[config.mk]
export PLATFORM = sky130hd
export DESIGN_NAME = mmu_abort_status
export DESIGN_NICKNAME = d
export VERILOG_FILES = /design/src/rtl/mmu_abort_status.sv
export SDC_FILE = /design/constraint.sdc
export NUM_CORES = 1
export LEC_CHECK = 0
export BUFFER_PORTS_ARGS = -buffer_cell sky130_fd_sc_hd__buf_2
export CORE_UTILIZATION = 32
export CTS_BUF_LIST = sky130_fd_sc_hd__clkbuf_8 sky130_fd_sc_hd__clkbuf_16
export DETAILED_ROUTE_END_ITERATION = 6
export GPL_ROUTABILITY_DRIVEN = 0
export HOLD_SLACK_MARGIN = 0.1
export PLACE_DENSITY = 0.73
export SLEW_MARGIN = 0
export SYNTH_ARGS = -nofsm -noshare
export SYNTH_HDL_FRONTEND = slang
export SYNTH_SLANG_ARGS = --single-unit
[constraint.sdc]
create_clock -name clk -period 1.52 [get_ports clk]
set_clock_uncertainty 0.15 [all_clocks]
set_input_delay 0 -clock clk [delete_from_list [all_inputs] [get_ports clk]]
set_output_delay 0 -clock clk [all_outputs]
set_load 0.01 [all_outputs]
[src/rtl/mmu_abort_status.sv]
module mmu_abort_status #(
  parameter int ADDR_W = 22,
  parameter logic [ADDR_W-1:0] REG_ADDR = ADDR_W'(22'o17777572)
) (
  input  logic              clk,
  input  logic              rst_n,
  input  logic              bus_sel,
  input  logic              bus_wr,
  input  logic [ADDR_W-1:0] bus_addr,
  input  logic [15:0]       bus_wdata,
  output logic [15:0]       bus_rdata,
  input  logic              abt_valid,
  input  logic              abt_ro,
  input  logic              abt_len,
  input  logic              abt_nonres,
  input  logic [1:0]        abt_mode,
  input  logic              abt_dspace,
  input  logic [2:0]        dspace_en,
  input  logic [2:0]        abt_page,
  output logic              reloc_en
);

  localparam logic [1:0] MODE_KERN = 2'b00;
  localparam logic [1:0] MODE_SUPV = 2'b01;
  localparam logic [1:0] MODE_BAD  = 2'b10;
  localparam logic [1:0] MODE_USER = 2'b11;

  logic       hit, wr_hit, take, mode_den;
  logic [2:0] flags_q;
  logic [1:0] mode_q;
  logic       space_q;
  logic [2:0] page_q;
  logic       reloc_q;
  logic       frozen_q;
  logic       unused_wbits;

  assign hit    = bus_sel && (bus_addr == REG_ADDR);
  assign wr_hit = hit && bus_wr;
  assign take   = abt_valid && !frozen_q;
  assign unused_wbits = &{1'b0, bus_wdata[15:1]};

  always_comb begin
    case (abt_mode)
      MODE_KERN: mode_den = dspace_en[2];
      MODE_SUPV: mode_den = dspace_en[1];
      MODE_USER: mode_den = dspace_en[0];
      default:   mode_den = 1'b0;
    endcase
  end

  always_ff @(posedge clk) begin
    if (!rst_n) begin
      flags_q  <= '0;
      mode_q   <= MODE_KERN;
      space_q  <= 1'b0;
      page_q   <= '0;
      reloc_q  <= 1'b0;
      frozen_q <= 1'b0;
    end else begin
      if (wr_hit) reloc_q <= bus_wdata[0];
      if (take) begin
        flags_q  <= {abt_ro || (abt_mode == MODE_BAD), abt_len, abt_nonres};
        mode_q   <= abt_mode;
        space_q  <= abt_dspace && mode_den;
        page_q   <= abt_page;
        frozen_q <= 1'b1;
      end else if (wr_hit) begin
        frozen_q <= 1'b0;
      end
    end
  end

  assign reloc_en  = reloc_q;
  assign bus_rdata = (hit && !bus_wr)
                   ? {flags_q, 6'b0, mode_q, space_q, page_q, reloc_q}
                   : 16'h0000;

  a_r4_frozen_hold: assert property (@(posedge clk) disable iff (!rst_n)
    frozen_q |=> $stable({flags_q, mode_q, space_q, page_q}));

  a_r4_capture_freezes: assert property (@(posedge clk) disable iff (!rst_n)
    take |=> frozen_q && page_q == $past(abt_page));

  a_r5_illegal_ro: assert property (@(posedge clk) disable iff (!rst_n)
    take && abt_mode == MODE_BAD |=> flags_q[2] && !space_q);

  a_r6_ispace_zero: assert property (@(posedge clk) disable iff (!rst_n)
    take && !abt_dspace |=> !space_q);

  a_r2_reloc_hold: assert property (@(posedge clk) disable iff (!rst_n)
    !wr_hit |=> $stable(reloc_en));

  a_r7_both_apply: assert property (@(posedge clk) disable iff (!rst_n)
    take && wr_hit |=> frozen_q && reloc_en == $past(bus_wdata[0]));

  a_r3_idle_zero: assert property (@(posedge clk) disable iff (!rst_n)
    !bus_sel |-> bus_rdata == 16'h0000);

endmodule

== Word-level counts from Yosys, hierarchy flattened ==
Cells that the tools add are included.

* Flip-flop bits (word level): 11
* Bits of input ports: 55
* Output and inout port bits: 17

* Equality and inequality tests: 4
* Multiplexer cells: 4
* Reductions and logical operators: 10

{| class="wikitable"
|+ Operator list
! kind !! count
|-
| equality test 22 bit, second input constant || 1
|-
| two-way mux 16 bit || 1
|-
| logical AND 1 bit || 5
|-
| equality test 2 bit, second input constant || 2
|-
| one-hot mux 1 bit (3 select lines) || 1
|-
| equality test 2 x 1 -> 1 bit, second input constant || 1
|-
| logical NOT 1 bit || 2
|-
| logical NOT 2 bit || 1
|-
| two-way mux 1 bit || 2
|-
| nonzero test 2 bit || 1
|-
| logical OR 1 bit || 1
|}

== Depth between registers and ports, before layout ==
Gate-level depths: netlist (run 1).

* Word-level depth: 5
* Mapped depth: 5
* Mapped depth without buffers: 4

== Worst setup path after synthesis (run 1) ==
OpenSTA, ideal clock, no wires.

* Path type: input-to-output
* From: input port bus_addr[2]
* To: output port bus_rdata[0]
* Arrival time: 0.965 ns
* Data required time: 1.370 ns
* Path slack: 0.405 ns
* Stages on the path: 5
* Path through: nand4b_1 nor4_2 and3b_1 buf_4 and2_1

* Word-level cells in the longest chain between the ends: 4

{| class="wikitable"
|+ RTL lines
! item !! line !! text
|-
| start, declared || 9 || <nowiki>input logic [ADDR_W-1:0] bus_addr,</nowiki>
|-
| equality test 22 bit || 37 || <nowiki>assign hit = bus_sel && (bus_addr == REG_ADDR);</nowiki>
|-
| logical AND 1 bit || 37 ||
|-
| logical AND 1 bit || 74 || <nowiki>assign bus_rdata = (hit && !bus_wr)</nowiki>
|-
| two-way mux 16 bit || 75 || <nowiki>? {flags_q, 6'b0, mode_q, space_q, page_q, reloc_q}</nowiki>
|-
| end, declared || 11 || <nowiki>output logic [15:0] bus_rdata,</nowiki>
|}

No other way between the ends.

== Worst setup path after layout (run 1) ==
* From: input port abt_mode[1]
* To: register flags_q[2]

* Word-level cells in the longest chain between the ends: 2

{| class="wikitable"
|+ RTL lines
! item !! line !! text
|-
| start, declared || 16 || <nowiki>input logic [1:0] abt_mode,</nowiki>
|-
| equality test 2 bit || 62 || <nowiki>flags_q <= {abt_ro || (abt_mode == MODE_BAD), abt_len, abt_nonres};</nowiki>
|-
| logical OR 1 bit || 62 ||
|-
| end signal, assigned || 62 ||
|-
| end, declared || 29 || <nowiki>logic [2:0] flags_q;</nowiki>
|}

No other way between the ends.
A chain may end at the register's enable or synchronous reset.

==> flow_summary.toml, run 1 <==
[setup_path]
crit_path_max_incr_delay_ps = 560
crit_slowest_cell = "dlygate4sd3_1"
crit_arrival_ps = 1430
required_ps = 1500
ff2ff_path_depth = 3
critPathMaxFanout = 4
r2r_start = "frozen_q$_SDFFE_PN0P_"
critical_path_class = "input pin to flop"
crit_chain = "dlygate4sd3_1, buf_2, a21oi_1, dlygate4sd3_1, a21oi_1"
regToRegEndpoint = "frozen_q$_SDFFE_PN0P_"
start_kind = "input pin"
rrSetupSlack_ps = 80
endpoint_kind = "flop"

[synthesis]
avgSynthCellArea_um2 = 7.85
synthCells = 80
synth_xor_area_share_pct = 0
synth-adder-area-share_pct = 0
synth.area.top_cells = "dfxtp_1, nand2_1, and2_1"
synth_area_leader_cell = "dfxtp_1"
synth_top_family_by_area = "simple AND/OR/NAND/NOR gates"
synth_top_area_share_pct = 35.1
ys_seq_elements = 11
synthMuxAreaShare_pct = 3.19
yosysSeqAreaShare_pct = 35.1
syn_area_um2 = 628
synth-simple-area-share_pct = 35.5
yosysWarnings = 0
synth_compound_gate_area_share_pct = 14.9
synth_cell_types = 22

[timing]
final_hold_viol_count = 0
worst_slack_ps = 66.5
rsz0062_at_grt = "false"
maxSlewViolCount = 0
fin_crit_sh_pct = 95.6
max_freq_mhz = 688
fin_crit_ps = 1450
tns_ps = 0
finalSetupViolCount = 0
holdWs_ps = 108

[grt]
grt_max_degree = 11
grt_pass1_vias = 775
gr-usage-all-layers_pct = 18.9
grt_overflow_total = 0
grt_pass1_wl_mm = 2.85
antenna_found_initial = 0

[clocking]
clock_sinks = 11
clock_latency_ps = 230
path_clk_slew_ps = 50
cts_htree_levels = 1
numCtsBuffers = 3
clockBufferDepth = 2
cts_tree = "yes"
cts_root_buf = "clkbuf_8"
postCtsSetupBuffers = 0

[pwr]
power_frac_comb_pct = 20.2
finalPower_uw = 748
peakVddDrop_uv = 376
sequentialPowerShare_pct = 41.6
p_leak_uw = 0.000581
p_int_uw = 575
p_clk_share_pct = 38.3
powerDensity_nw_per_um2 = 661
swShare_pct = 23.2
p_sw_uw = 174

[floorplanning]
die_y_um = 46.3
start_util_pct = 35.2
core.rowCount = 15
die_w_um = 46.3
core_area_um2 = 1780
fp.dieArea_um2 = 2140
io_pins = 72

[worst_hold_path]
timing.hold.worst.class = "input pin to flop"
hp-start = "abt_valid"
hold_end = "flags_q[1]$_SDFFE_PN0P_"
worstHoldPathCells = 4

[final_layout]
final_nets = 207
drive_above_1_share_pct = 38.4
area_growth_pct = 80.3
n_antenna_cell = 0
finalInstanceArea_um2 = 1130

[drt]
drt_iter0_markers = 9
vias_per_cell = 4.60
vias = 809
drt_wl_total_mm = 1.83
ant_nets = 0
route.detailed.wl_per_inst_um = 10.4
drc_errors = 0
firstDrtPassIters = 4

[placed_design]
place_ws_ps = 108
port_buffers = 50
place_area_um2 = 887
post-dp-hpwl_mm = 1.19

[job]
cap_viol_max_count = 0

[status]
status = "finished, final reports clean"
==> kinds of logic after synthesis <==
kind of cell	after synthesis
AO/OA/AOI/OAI	14
buffers and inverters	11
flip-flops	11
multiplexers	2
other	1
AND/OR/NAND/NOR	41
==> routing by layer <==
layer / routed length, um / share of wire, % / GRT usage (%) / vias up
met1: 658 / 36 / 18.1 / 359
met4: 44 / 2.4 / 10.6 / 0
met2: 1030 / 56 / 37.2 / 43
met5: 0 / 0 / 0 / -
met3: 94 / 5.1 / 2.35 / 6
li1: - / - / - / 401
==> power by group through the flow <==
stage | logic (uW) | clock network, uW | registers [uW]
after floorplan | 59.1 | 0 | 315
after global placement | 106 | 0 | 316
after detailed placement | 109 | 0 | 317
after CTS | 146 | 288 | 311
after global routing | 168 | 303 | 313
final | 151 | 286 | 311
==> worst max path at each step <==
stage | depth (start not counted) | slack, ps | end | startpoint
final | 5 | 70 | flags_q[2]$_SDFFE_PN0P_ | abt_mode[1]
after detailed placement | 6 | 110 | bus_rdata[4] | bus_addr[2]
after floorplan | 5 | 410 | bus_rdata[0] | bus_addr[2]
after global routing | 3 | 8 | frozen_q$_SDFFE_PN0P_ | frozen_q$_SDFFE_PN0P_
after CTS | 5 | 40 | bus_rdata[6] | bus_wr
after global placement | 6 | 120 | bus_rdata[5] | bus_addr[2]
==> sequential cells by signal (all words and copies together) (netlist names) <==
signal / count
reloc_en: 1
flags_q: 3
space_q: 1
page_q: 3
frozen_q: 1
mode_q: 2
==> area by class of cell <==
cell class	instances	area (um2)
multi-input cells	63	360
fillers	147	651
clock buffers	3	41.3
flip-flops and latches	11	220
well taps	25	31.3
clock inverters	1	3.75
inverters	1	3.75
repair buffers	72	472
==> synth_stat cells <==
library cell / count
nand2_1: 17
dfxtp_1: 11
and2_1: 10
a21boi_1: 8
buf_4: 7
nand3_1: 4
nand4b_1: 3
a21oi_1: 2
clkbuf_1: 2
mux2i_1: 2
nand4_1: 2
o21ai_1: 2
a41oi_1: 1
and3b_1: 1
buf_1: 1
conb_1: 1
inv_1: 1
nand2b_1: 1
nor2_1: 1
nor2b_1: 1
nor4_2: 1
o21ai_0: 1
==> repair_timing <==
item | CTS | global route
endpoints found under the hold margin | 11 | 0
setup endpoints to repair | 0 | 12
resized for setup | 0 | 4
hold buffers | 19 | 0
==> worst max-delay path, delay by kind of cell <==
family | cells | cell delay [ps]
compound gates | 2 | 170
buf+inv | 3 | 1260
==> stage by stage <==
step	cells	utilization, %
after detailed placement	153	49.8
after global placement	153	49.8
after global routing	176	63.5
after floorplan	85	-
final	176	63.5
after CTS	176	62.9
==> cell usage in the layout (no fill, tap or decap), types with 2 or more instances in the layout <==
cell type and n:
dlygate4sd3_1 18, nand2_1 17, nand4_1 2, buf_4 3
buf_2 49, and2_1 10, conb_1 6, dfxtp_1 11
o21ai_1 2, inv_1 2, nand4b_1 3, mux2i_1 2
clkbuf_8 3, nand3_1 4, a21boi_1 8, a21oi_1 2
(Power assumes the default switching activity.)
==> inputs of run 2 (changes only) <==
--- a/config.mk
+++ b/config.mk
@@ -7,4 +7,5 @@
 export LEC_CHECK = 0
 export BUFFER_PORTS_ARGS = -buffer_cell sky130_fd_sc_hd__buf_2
+export CORE_ASPECT_RATIO = 1.5
 export CORE_UTILIZATION = 32
 export CTS_BUF_LIST = sky130_fd_sc_hd__clkbuf_8 sky130_fd_sc_hd__clkbuf_16
==> constraint.sdc (replaced) <==
create_clock -name clk -period 1.52 [get_ports clk]
set_clock_uncertainty 0.15 [all_clocks]
set_input_delay 0.076 -clock clk [delete_from_list [all_inputs] [get_ports clk]]
set_output_delay 0.076 -clock clk [all_outputs]
set_load 0.01 [all_outputs]
==> flow_summary.toml, run 2 (synthesis gave the netlist of run 1 again) <==
[status]
status = "finished, final reports clean"

[clocking]
clock_latency_ps = 230
cts_root_buf = "clkbuf_8"
clockBufferDepth = 2
numCtsBuffers = 3
cts_tree = "yes"
clock_sinks = 11
path_clk_slew_ps = 50
cts_htree_levels = 1

[placed_design]
place_area_um2 = 875
port_buffers = 50
place_ws_ps = -92.7
post-dp-hpwl_mm = 1.13

[timing]
fin_crit_sh_pct = 99.3
worst_slack_ps = 10.8
finalSetupViolCount = 0
final_hold_viol_count = 0
fin_crit_ps = 1510
holdWs_ps = 147
max_freq_mhz = 663
rsz0062_at_grt = "true"
maxSlewViolCount = 0

[floorplanning]
die_w_um = 38.2
io_pins = 72
die_y_um = 56.3
fp.dieArea_um2 = 2150
core_area_um2 = 1830
start_util_pct = 34.3
core.rowCount = 19

[setup_path]
cp_num_buf_inv = 2
endpoint_kind = "output pin"
critical_path_class = "input pin to output pin"
critical_path.top_delay_family = "simple AND/OR/NAND/NOR gates"
start_kind = "input pin"
crit_chain = "buf_6, nand4b_1, nor4_4, and3b_2, and2_4, buf_6"
crit_slowest_cell = "nor4_4"
required_ps = 1290
crit_arrival_ps = 1280
crit_path_max_incr_delay_ps = 370
crit_path_frequent_cell = "buf_6"
rrSetupSlack_ps = 400
critPathMaxFanout = 5

[grt]
antenna_found_initial = 0
grt_overflow_total = 0
grt_pass1_wl_mm = 2.88
grt_max_degree = 12
grt_pass1_vias = 762
gr-usage-all-layers_pct = 18.6

[pwr]
swShare_pct = 22.9
sequentialPowerShare_pct = 42.7
p_leak_uw = 0.000582
peakVddDrop_uv = 413
p_int_uw = 566
powerDensity_nw_per_um2 = 624
p_sw_uw = 168
power_frac_comb_pct = 19.3
p_clk_share_pct = 38.0

[drt]
route.detailed.wl_per_inst_um = 10.8
drt_iter0_markers = 7
drc_errors = 0
ant_nets = 0
vias = 792
firstDrtPassIters = 4
vias_per_cell = 4.71
drt_wl_total_mm = 1.81

[final_layout]
top_regs = "flags_q: 3 flops, page_q: 3 flops, mode_q: 2 flops"
finalInstanceArea_um2 = 1170
nFillCells = 147
final_common_cell = "buf_2"
final_nets = 203
n_antenna_cell = 0
drive_above_1_share_pct = 45.6
area_growth_pct = 87.1
final_cell_mix = "buf_2, nand2_1, dlygate4sd3_1, dfxtp_1, buf_6"

[worst_hold_path]
timing.hold.worst.class = "input pin to flop"

[job]
cap_viol_max_count = 0
[run 2: layout make-up]
type	count	area, um2	area share [%]
multi-input combinational	64	402	34.2
timing repair buffer	67	478	40.7
clock inverter	1	3.75	0.319
clock buffer	3	41.3	3.51
tap	21	26.3	2.24
sequential	11	220	18.7
inverter	1	3.75	0.319
[run 2: layer usage]
layer  track usage, %  vias up  wire [um]
li1                 -      392          -
met1             17.5      357        633
met2             37.0       41       1060
met3             2.37        2        101
met4             6.12        0         12
met5                0        -          0
[run 2: worst paths after layout]
kind                         startpoint                endpoint  depth (start not counted)
hold / removal             dspace_en[2]    space_q$_SDFFE_PN0P_                          5
hold reg to reg    space_q$_SDFFE_PN0P_    space_q$_SDFFE_PN0P_                          2
setup / recovery            bus_addr[2]            bus_rdata[6]                          6
setup reg to reg  frozen_q$_SDFFE_PN0P_  page_q[1]$_SDFFE_PN0P_                          3
[run 2: per-stage QoR]
stage                     utilization, %  std cells  power (uW)  TNS (ps)
after floorplan                        -         85         374         0
after global placement              47.8        148         419      -523
after detailed placement            47.8        148         423      -782
after CTS                           59.5        168         739         0
after global routing                64.2        168         772      -341
final                               64.2        168         733         0
[run 2: timing repair]
item                       CTS  global route
hold endpoints to repair    11             0
resized for setup            2            20
setup endpoints to repair   10            10
hold buffers                15             0
gates cloned                 1             0
buffers inserted             0             0
pin swaps                    2            11
[run 2: worst register-to-register path, stage by stage, from the launching register on]
cell and delay, ps:
dfxtp_1 350, nand2b_1 300, nand2_1 110, a21boi_1 140
[run 2: power by group through the flow]
stage / Combinational [uW] / Sequential (uW) / Clock (uW)
finish: 142 / 313 / 278
floorplan: 59.1 / 315 / 0
detailed placement: 106 / 317 / 0
CTS: 138 / 311 / 289
global route: 156 / 315 / 301
global placement: 103 / 316 / 0
==> inputs of run 3 (changes only) <==
- BUFFER_PORTS_ARGS: -buffer_cell sky130_fd_sc_hd__buf_2 -> unset
- CORE_AREA: unset -> 10 10 47 49
- CORE_ASPECT_RATIO: 1.5 -> unset
- CORE_UTILIZATION: 32 -> unset
- DIE_AREA: unset -> 0 0 57 59
- DONT_BUFFER_PORTS: unset -> 1
- PLACE_DENSITY: 0.73 -> 0.58
==> flow_summary.toml, run 3 (synthesis gave the netlist of run 1 again) <==
[pwr]
p_leak_uw = 0.000349
peakVddDrop_uv = 426
powerDensity_nw_per_um2 = 805
finalPower_uw = 688

[drt]
vias = 606
ant_nets = 0
vias_per_cell = 5.22
wl_met1_um = 686
highest_layer = "met3"
firstDrtPassIters = 6
wl_met3_um = 185
drt_wl_total_mm = 1.87
drt_iter0_markers = 11
drc_errors = 0
route.detailed.wl_per_inst_um = 16.1
wl_met2_um = 995

[setup_path]
startpoint = "bus_addr[2]"
regToRegEndpoint = "frozen_q$_SDFFE_PN0P_"
start_kind = "input pin"
critical_path_class = "input pin to flop"
ff2ff_path_depth = 3
endpoint_kind = "flop"
crit_arrival_ps = 1380
r2r_start = "frozen_q$_SDFFE_PN0P_"
required_ps = 1490
rrSetupSlack_ps = 150
critPathMaxFanout = 2

[grt]
grt_pass1_wl_mm = 2.97
grt_overflow_total = 0
antenna_found_initial = 0
grt_pass1_vias = 648
gr-usage-all-layers_pct = 10.9
grt_max_degree = 11

[timing]
holdWs_ps = 142
final_hold_viol_count = 0
max_freq_mhz = 708
maxSlewViolCount = 0
finalSetupViolCount = 0
tns_ps = 0
fin_crit_sh_pct = 92.9
rsz0062_at_grt = "false"
worst_slack_ps = 108
fin_crit_ps = 1410

[final_layout]
final_nets = 156
top_regs = "flags_q: 3 flops, page_q: 3 flops, mode_q: 2 flops"
drive_above_1_share_pct = 7.00
fin_util_pct = 61.0
final_common_cell = "dlygate4sd3_1"
area_growth_pct = 36.1
final_cell_mix = "dlygate4sd3_1, nand2_1, dfxtp_1, and2_1, a21boi_1"
n_antenna_cell = 0

[worst_hold_path]
hold_end = "reloc_en$_SDFFE_PN0P_"
timing.hold.worst.class = "input pin to flop"
hp-start = "bus_addr[14]"
worstHoldPathCells = 5

[floorplanning]
die_w_um = 57
core.rowCount = 14
io_pins = 72
core_area_um2 = 1400
start_util_pct = 44.8
fp.dieArea_um2 = 3360
die_y_um = 59

[placed_design]
port_buffers = 0
place_ws_ps = 73.3

[status]
status = "finished, final reports clean"

[clocking]
clock_sinks = 11
cts_htree_levels = 1
postCtsSetupBuffers = 0
clockBufferDepth = 2
clock_latency_ps = 230
path_clk_slew_ps = 50
numCtsBuffers = 3
cts_root_buf = "clkbuf_8"
cts_tree = "yes"

[job]
cap_viol_max_count = 0
-- run 3: stage by stage --
| step | instances | instance area, um2 |
|---|---|---|
| floorplan | 85 | 647 |
| global placement | 93 | 618 |
| detailed placement | 93 | 618 |
| CTS | 116 | 853 |
| global route | 116 | 855 |
| finish | 116 | 855 |
-- run 3: where the power goes --
group	internal, uW	switching [uW]
clock network	177	104
logic	54.5	42.3
registers	304	6.44
-- run 3: cell type report --
cell class / count / area, um2
Tap cell: 16 / 20.0
Clock inverter: 1 / 3.75
Timing Repair Buffer: 21 / 205
Inverter: 1 / 3.75
Fill cell: 135 / 547
Multi-Input combinational cell: 63 / 360
Sequential cell: 11 / 220
Clock buffer: 3 / 41.3
-- run 3: worst max-delay path, cell delays in order --
cell           delay, ps
nand4b_1             160
nor4_2               320
buf_4                160
a41oi_1              100
dlygate4sd3_1        560
-- run 3: how the worst max path moves through the flow --
| stage | endpoint | slack (ps) | depth (start not counted) |
|---|---|---|---|
| global route | frozen_q$_SDFFE_PN0P_ | 50 | 5 |
| detailed placement | bus_rdata[6] | 70 | 4 |
| floorplan | bus_rdata[0] | 250 | 5 |
| global placement | bus_rdata[6] | 120 | 4 |
| finish | frozen_q$_SDFFE_PN0P_ | 110 | 5 |
| CTS | bus_rdata[5] | 80 | 4 |
-- run 3: repair_timing --
item / CTS / global route
hold buffers: 19 / 0
gates resized for setup: 0 / 1
setup endpoints to repair: 0 / 1
endpoints found under the hold margin: 11 / 0
-- run 3: layer usage --
metal / GRT usage, % / vias up
met1: 11.1 / 276
met3: 4.29 / 0
met4: 5.03 / 0
met5: 0 / -
li1: - / 300
met2: 19.2 / 30
